===== src/rtl/updn_pwm_pkg.sv =====
package updn_pwm_pkg;
  // Time-base events handed from the counter datapath to the control logic
  typedef struct packed {
    logic atZero;
    logic atPeriod;
    logic cmpUp;
    logic cmpDown;
  } tbEvt_t;

  // Trip output action codes
  localparam logic [1:0] TRIP_ACT_HIGH = 2'b01;
  localparam logic [1:0] TRIP_ACT_LOW  = 2'b10;
endpackage


===== src/rtl/pwm_timebase.sv =====
module pwm_timebase
  import updn_pwm_pkg::*;
#(
  parameter int CNT_W = 8
) (
  input  logic             clk,
  input  logic             rstN,
  input  logic [CNT_W-1:0] periodIn,
  input  logic [CNT_W-1:0] compareIn,
  output logic [CNT_W-1:0] ctr,
  output tbEvt_t           evt
);
  logic [CNT_W-1:0] cnt;
  logic [CNT_W-1:0] prdAct;
  logic [CNT_W-1:0] cmpAct;
  logic             dirUp;
  logic             atZero;
  logic             prdLive;

  assign atZero  = (cnt == '0);
  assign prdLive = (prdAct != '0);

  always_ff @(posedge clk) begin
    if (!rstN) begin
      cnt    <= '0;
      dirUp  <= 1'b0;
      prdAct <= '0;
      cmpAct <= '0;
    end else begin
      if (atZero) begin
        prdAct <= periodIn;
        cmpAct <= compareIn;
      end
      if (atZero) begin
        if (!prdLive) begin
          cnt   <= '0;
          dirUp <= 1'b0;
        end else begin
          cnt   <= cnt + 1'b1;
          dirUp <= 1'b1;
        end
      end else if (dirUp && (cnt >= prdAct)) begin
        cnt   <= cnt - 1'b1;
        dirUp <= 1'b0;
      end else if (dirUp) begin
        cnt <= cnt + 1'b1;
      end else begin
        cnt <= cnt - 1'b1;
      end
    end
  end

  assign ctr          = cnt;
  assign evt.atZero   = atZero;
  assign evt.atPeriod = dirUp && (cnt == prdAct) && prdLive;
  assign evt.cmpUp    = dirUp && (cnt == cmpAct) && prdLive;
  assign evt.cmpDown  = !dirUp && (cnt == cmpAct) && prdLive;

  // away from zero the counter always moves by exactly one step
  assert_step_R1: assert property (@(posedge clk) disable iff (!rstN)
    (cnt != '0) |=> ((cnt == $past(cnt) + 1'b1) || (cnt == $past(cnt) - 1'b1)));

  // active period and compare change only after a zero clock
  assert_shadow_R2: assert property (@(posedge clk) disable iff (!rstN)
    (!atZero) |=> ($stable(prdAct) && $stable(cmpAct)));
endmodule


===== src/rtl/pwm_control.sv =====
module pwm_control
  import updn_pwm_pkg::*;
#(
  parameter int PRESC_W = 2
) (
  input  logic               clk,
  input  logic               rstN,
  input  tbEvt_t             evt,
  input  logic               tripIn,
  input  logic               tripForce,
  input  logic [1:0]         tripAction,
  input  logic               swForce,
  input  logic               swForceLevel,
  input  logic               tripFlagClr,
  input  logic               intEnable,
  input  logic [PRESC_W-1:0] intPrescale,
  output logic               pwmOut,
  output logic               tripFlag,
  output logic               periodIrq
);
  logic               aqOut;
  logic               aqNext;
  logic               tripLatch;
  logic               latchNext;
  logic               tripReq;
  logic               overrideOn;
  logic               pwmNext;
  logic [PRESC_W-1:0] evtCnt;
  logic [PRESC_W-1:0] evtCntInc;

  assign tripReq   = tripIn | tripForce;
  assign evtCntInc = evtCnt + 1'b1;

  // Compare-driven state: compare matches take priority over the one-shot force
  always_comb begin
    aqNext = aqOut;
    if (evt.cmpUp)        aqNext = 1'b1;
    else if (evt.cmpDown) aqNext = 1'b0;
    else if (swForce)     aqNext = swForceLevel;
  end

  // Trip latch: dropped at counter zero, re-taken if a request is present
  always_comb begin
    if (evt.atZero) latchNext = tripReq;
    else            latchNext = tripLatch | tripReq;
  end

  always_comb begin
    overrideOn = latchNext &&
                 ((tripAction == TRIP_ACT_HIGH) || (tripAction == TRIP_ACT_LOW));
    pwmNext    = overrideOn ? (tripAction == TRIP_ACT_HIGH) : aqNext;
  end

  always_ff @(posedge clk) begin
    if (!rstN) begin
      aqOut     <= 1'b0;
      tripLatch <= 1'b0;
      pwmOut    <= 1'b0;
      tripFlag  <= 1'b0;
    end else begin
      aqOut     <= aqNext;
      tripLatch <= latchNext;
      pwmOut    <= pwmNext;
      if (tripReq)          tripFlag <= 1'b1;
      else if (tripFlagClr) tripFlag <= 1'b0;
    end
  end

  // Period-event prescaler
  always_ff @(posedge clk) begin
    if (!rstN) begin
      evtCnt    <= '0;
      periodIrq <= 1'b0;
    end else begin
      periodIrq <= 1'b0;
      if (!intEnable) begin
        evtCnt <= '0;
      end else if (evt.atPeriod) begin
        if ((intPrescale != '0) && (evtCntInc == intPrescale)) begin
          periodIrq <= 1'b1;
          evtCnt    <= '0;
        end else begin
          evtCnt <= evtCntInc;
        end
      end
    end
  end

  // compare matches drive the compare state
  assert_set_R3: assert property (@(posedge clk) disable iff (!rstN)
    evt.cmpUp |=> aqOut);
  assert_clear_R3: assert property (@(posedge clk) disable iff (!rstN)
    evt.cmpDown |=> !aqOut);

  // high and low trip actions override the output on the next clock
  assert_trip_high_R5: assert property (@(posedge clk) disable iff (!rstN)
    (tripReq && (tripAction == TRIP_ACT_HIGH)) |=> pwmOut);
  assert_trip_low_R5: assert property (@(posedge clk) disable iff (!rstN)
    (tripReq && (tripAction == TRIP_ACT_LOW)) |=> !pwmOut);

  // a zero clock with no request hands the output back to the compare state
  assert_release_R6: assert property (@(posedge clk) disable iff (!rstN)
    (evt.atZero && !tripReq) |=> (pwmOut == aqOut));

  // any trip request sets the flag
  assert_flag_set_R7: assert property (@(posedge clk) disable iff (!rstN)
    tripReq |=> tripFlag);

  // the interrupt is a single-clock pulse
  assert_irq_single_R8: assert property (@(posedge clk) disable iff (!rstN)
    periodIrq |=> !periodIrq);
endmodule


===== src/rtl/updn_pwm_trip.sv =====
module updn_pwm_trip
  import updn_pwm_pkg::*;
#(
  parameter int CNT_W   = 8,
  parameter int PRESC_W = 2
) (
  input  logic               clk,
  input  logic               rstN,
  input  logic [CNT_W-1:0]   periodIn,
  input  logic [CNT_W-1:0]   compareIn,
  input  logic               tripIn,
  input  logic               tripForce,
  input  logic [1:0]         tripAction,
  input  logic               swForce,
  input  logic               swForceLevel,
  input  logic               tripFlagClr,
  input  logic               intEnable,
  input  logic [PRESC_W-1:0] intPrescale,
  output logic [CNT_W-1:0]   ctrOut,
  output logic               pwmOut,
  output logic               tripFlag,
  output logic               periodIrq
);
  tbEvt_t tbEvt;

  pwm_timebase #(.CNT_W(CNT_W)) uTimebase (
    .clk       (clk),
    .rstN      (rstN),
    .periodIn  (periodIn),
    .compareIn (compareIn),
    .ctr       (ctrOut),
    .evt       (tbEvt)
  );

  pwm_control #(.PRESC_W(PRESC_W)) uControl (
    .clk          (clk),
    .rstN         (rstN),
    .evt          (tbEvt),
    .tripIn       (tripIn),
    .tripForce    (tripForce),
    .tripAction   (tripAction),
    .swForce      (swForce),
    .swForceLevel (swForceLevel),
    .tripFlagClr  (tripFlagClr),
    .intEnable    (intEnable),
    .intPrescale  (intPrescale),
    .pwmOut       (pwmOut),
    .tripFlag     (tripFlag),
    .periodIrq    (periodIrq)
  );
endmodule


===== config.mk =====
export PLATFORM = sky130hd
export DESIGN_NAME = updn_pwm_trip
export DESIGN_NICKNAME = d
export VERILOG_FILES = /design/src/rtl/updn_pwm_pkg.sv /design/src/rtl/pwm_timebase.sv /design/src/rtl/pwm_control.sv /design/src/rtl/updn_pwm_trip.sv
export SDC_FILE = /design/constraint.sdc
export NUM_CORES = 1
export LEC_CHECK = 0
export ABC_AREA = 1
export BUFFER_PORTS_ARGS = -buffer_cell sky130_fd_sc_hd__buf_4
export CAP_MARGIN = 5
export CORE_UTILIZATION = 40
export CTS_BUF_LIST = sky130_fd_sc_hd__clkbuf_8
export DETAILED_ROUTE_END_ITERATION = 8
export GPL_TIMING_DRIVEN = 0
export SYNTH_ARGS = -nofsm -noshare
export SYNTH_HDL_FRONTEND = slang
export SYNTH_SLANG_ARGS = --single-unit

===== constraint.sdc =====
create_clock -name clk -period 2.43 [get_ports clk]
set_input_delay 0.3645 -clock clk [delete_from_list [all_inputs] [get_ports clk]]
set_output_delay 0.3645 -clock clk [all_outputs]
set_load 0.05 [all_outputs]

==> results.txt <==
* Outcome: completed
- Placeable core region: approximately 0.0045 mm^2
* Via count: 1,734
* Max Root-Sink Buffers: 2
* Static Leak: approximately 1.1 nW
- Final hold slack: about 0.32 ns
- Yosys printed 0 warnings.
- From synthesis to final layout, the design area changed by 24.1%.
* Worst setup EP type: flip-flop
* Worst slew margin: 65.9%
* Worst Skew: just under 0.005 ns
* Hold-fix buffers, CTS: 0
* Path type of the worst setup path: reg2reg
- Of all cell types, the one taking the most synthesized area is sky130_fd_sc_hd__dfxtp_1.
- Final setup violation count: 0
- Dominant cells by area after synthesis: sky130_fd_sc_hd__dfxtp_1, sky130_fd_sc_hd__nand2_1, sky130_fd_sc_hd__nor2_1
- Proportion of netlist area held by the largest area contributor: between 30% and 40%
* Post-synthesis share of cell area spent on and, or, nand and nor gates: between 30% and 40%
* Syn Std Cell Area: approximately 0.0019 mm^2
- Endpoint with the worst hold slack: uControl.periodIrq
- CTS root buf: sky130_fd_sc_hd__clkbuf_8
- Once the floorplan was initialized, standard cells occupied 42.5% of the core.
* Worst setup path startpoint: uTimebase.ctr[0]
* Critical Path RT: approximately 2.7 ns
* Detailed Route WL: 4.21 mm
* Initial antenna violation count: 0
- Arrival time of the worst setup path: roughly 2.2 ns
- Global placer's final weighted congestion: 0.760
- After layout, the worst path uses between 80% and 90% of the clock period.
* DRC: 0
- Primary flip-flop cell chosen by synthesis mapping: sky130_fd_sc_hd__dfxtp_1
- H-tree Lvls: 2
- STA classifies the critical path startpoint as a flip-flop.
* Die Area: 0.00503 mm^2
- Instance count of the mapped netlist: between 200 and 300
* Register-to-Register Setup Slack: between 0.4 and 0.5 ns
- Transition at the pin with the smallest max-transition slack: just over 0.5 ns
- The synthesized design contains 32 register bits.
- In the global route stage, overall resource usage came out at between 10% and 20%.
* Maximum net fanout on the critical path: 6
* Violation count after the first detailed-routing iteration: 72
- Largest family of logic cells by synthesized area: simple AND/OR/NAND/NOR gates
* Part of the Yosys area used for sequential elements: approximately a third
* Total nets after synthesis: approximately 300
- Number of top-level pins: 39
- Post-placement setup slack: roughly 0.5 ns
* Inserted Diodes: 0
- Pin count of the biggest net entering global routing: 11
- After filler insertion, the fill cell instance count of the layout stands at approximately 470.
- In the final layout, the share of cells above drive strength 1 is 22.6%.
* Number of global-route vias before repair: between 1,500 and 2,000
* Smallest setup slack after layout: roughly 0.47 ns
- In the post-synthesis netlist, the cell with the most instances is sky130_fd_sc_hd__nand2_1.
* Hold path startpoint: intEnable
- Summing the areas of all fa, ha and maj instances in the mapped netlist gives under 10% of the synthesized area.
- Clock tree from TritonCTS: yes
- Of the total synthesized cell area, the portion taken by XOR and XNOR cells is between 7 and 8%.
- Max VDD drop: about 0.00074 V
* Final-report max-slew violation count: 0
* Final period demand of the worst path: 1.96 ns
* Hold path cells: 3
* Average instance area after synthesis: between 7 and 8 um^2
* Reg2Reg Depth: 13
* Post-DP HPWL: 3.29 mm
- Fraction of registers with async set/reset: 0%
- The die is 70.9 um wide.
- In this run the critical register-to-register path is launched from uTimebase.ctr[0].
- Dividing the detail-routed via count by the number of cells gives roughly 4.8.
- The tool flagged a number of max-cap violations equal to 0.
* Number of routed nets with antenna violations: 0
- After synthesis, the most frequently instantiated cells are sky130_fd_sc_hd__nand2_1, sky130_fd_sc_hd__nor2_1, sky130_fd_sc_hd__dfxtp_1.
- Summing the areas of all compound-gate instances in the mapped netlist gives between 10% and 20% of the synthesized area.
* Chip Height: 70.9 um
* Port Buf Inserts: 38
- In this run, distinct cell masters in the synthesized netlist total 28.
- Drt pass-1 iters: 6
- Counting the buffers created by CTS gives 5.
* Count of final hold-check violations: 0
- For this design the ratio of total power to cell area is around 1400 mW/mm^2.
* Worst-skew pair later-pin latency: between 0.2 and 0.3 ns
- Dividing the detail-routed wire length by the instance count gives 11.6 um.
- Static timing analysis puts the maximum clock frequency at ~500 MHz.
- Clk slew on worst S/H paths: approximately 0.07 ns
* Min-Delay Path Class: in2reg
- Post-CTS timing repair inserted 0 buffers for setup.
- Multiplexer area fraction after synthesis: less than 1%
- The floorplan has 24 rows.
- Setup total negative slack on the finished layout was measured at 0 ns.
- The first global-routing pass estimated approximately 7.0 mm of wire.
- RR Endpoint: uTimebase.ctr[5]
* Overflow left after global routing: 0
- Counting flops with a built-in enable in the synthesized netlist gives 0.
- Sinks on Clock Net: 32
* Post-layout net count: between 300 and 400
- Setup repair after global routing left no endpoint under its margin.
- Number of gates given a new drive strength after cts: 0
through the flow:
stage | utilization [%] | power (mW) | instances | cell area (um^2)
finish | 52.7 | 3.19 | 362 | 2360
CTS | 52.7 | 3.22 | 362 | 2360
detailed placement | 50.3 | 2.72 | 354 | 2250
global placement | 50.3 | 2.68 | 354 | 2250
global route | 52.7 | 3.50 | 362 | 2360
floorplan | - | 2.29 | 264 | 1900
worst max path at each step:
stage                                  end  slack, ns  cells past startpoint
after floorplan           uTimebase.ctr[6]       0.36                     12
after global placement    uTimebase.ctr[6]       0.51                     11
after detailed placement  uTimebase.ctr[5]       0.50                     12
after CTS                 uTimebase.ctr[5]       0.47                     12
after global routing      uTimebase.ctr[6]       0.25                     12
final                     uTimebase.ctr[5]       0.47                     13
state kept, by name, indices dropped and copies added, names as in the netlist:
register and count:
uTimebase.cmpAct 8, uTimebase.ctr 8, uTimebase.prdAct 8, uControl.evtCnt 2, uControl.aqOut 1, uControl.periodIrq 1
uControl.pwmOut 1, uControl.tripFlag 1, uControl.tripLatch 1, uTimebase.dirUp 1
cell families (layout without fill, tap and decap cells):
kind of cell / after synthesis / in the layout
xor+xnor: 16 / 16
simple gates: 123 / 123
compound gates: 39 / 39
buf+inv: 42 / 88
fa+ha+maj: 11 / 11
mux: 1 / 1
flops: 32 / 32
critical path, stage by stage, from the launching register on:
cell and delay, ns:
sky130_fd_sc_hd__dfxtp_1 0.41, sky130_fd_sc_hd__inv_1 0.17, sky130_fd_sc_hd__ha_1 0.32, sky130_fd_sc_hd__nand2_1 0.06, sky130_fd_sc_hd__nor2_1 0.04, sky130_fd_sc_hd__nand2_1 0.09, sky130_fd_sc_hd__nand2_1 0.07, sky130_fd_sc_hd__nor2_2 0.14
sky130_fd_sc_hd__nand2_2 0.12, sky130_fd_sc_hd__nand2_1 0.19, sky130_fd_sc_hd__nand2_1 0.10, sky130_fd_sc_hd__inv_2 0.08, sky130_fd_sc_hd__nand2_1 0.05, sky130_fd_sc_hd__nand2_1 0.06
layout by cell type (no fill, tap or decap):
master	netlist	final
sky130_fd_sc_hd__nand3_1	13	13
sky130_fd_sc_hd__xnor2_1	8	8
sky130_fd_sc_hd__nand2_4	2	2
sky130_fd_sc_hd__nor3_2	1	1
sky130_fd_sc_hd__dfxtp_1	32	32
sky130_fd_sc_hd__ha_1	11	11
sky130_fd_sc_hd__nand4_1	1	1
sky130_fd_sc_hd__o21ai_0	18	18
sky130_fd_sc_hd__nor2_8	1	1
sky130_fd_sc_hd__xor2_1	8	8
sky130_fd_sc_hd__inv_2	3	3
sky130_fd_sc_hd__nand3b_1	2	2
sky130_fd_sc_hd__clkinv_1	1	1
sky130_fd_sc_hd__clkbuf_1	2	2
sky130_fd_sc_hd__inv_4	2	2
sky130_fd_sc_hd__a21oi_1	21	21
sky130_fd_sc_hd__nor3_4	1	1
sky130_fd_sc_hd__nor2_4	3	3
sky130_fd_sc_hd__nand2_2	2	2
sky130_fd_sc_hd__inv_1	28	29
sky130_fd_sc_hd__clkbuf_8	0	5
sky130_fd_sc_hd__nand2_1	51	51
sky130_fd_sc_hd__buf_2	1	1
sky130_fd_sc_hd__or2_2	1	1
sky130_fd_sc_hd__nor3_1	1	1
sky130_fd_sc_hd__buf_6	5	5
sky130_fd_sc_hd__clkinv_2	0	1
sky130_fd_sc_hd__bufinv_16	0	1
sky130_fd_sc_hd__nor2_2	2	2
sky130_fd_sc_hd__nor2_1	42	42
sky130_fd_sc_hd__buf_4	0	38
sky130_fd_sc_hd__mux2_2	1	1
layout make-up:
class	instances	area (um^2)	share of cell area [%]
clock inverters	3	38.8	1.64
clock buffers	5	68.8	2.92
multi-input cells	190	1060	44.9
flip-flops and latches	32	641	27.2
repair buffers	38	285	12.1
plain buffers	8	68.8	2.92
well taps	52	65.1	2.76
inverters	34	133	5.62
metal layers:
metal  up-vias  track usage (%)  share of wire [%]
li1        916                -                  -
met3         5             3.56                3.3
met2        37             28.7                 45
met5         -                0                  0
met4         0             6.67                1.4
met1       776             24.5                 50
where the power goes:
part           switching (mW)  leakage (nW)  internal [mW]
logic                    1.13         0.818          0.695
clock network           0.195        0.0593          0.300
registers               0.158         0.263          0.711
No activity file was read; power rests on OpenSTA's default activity.
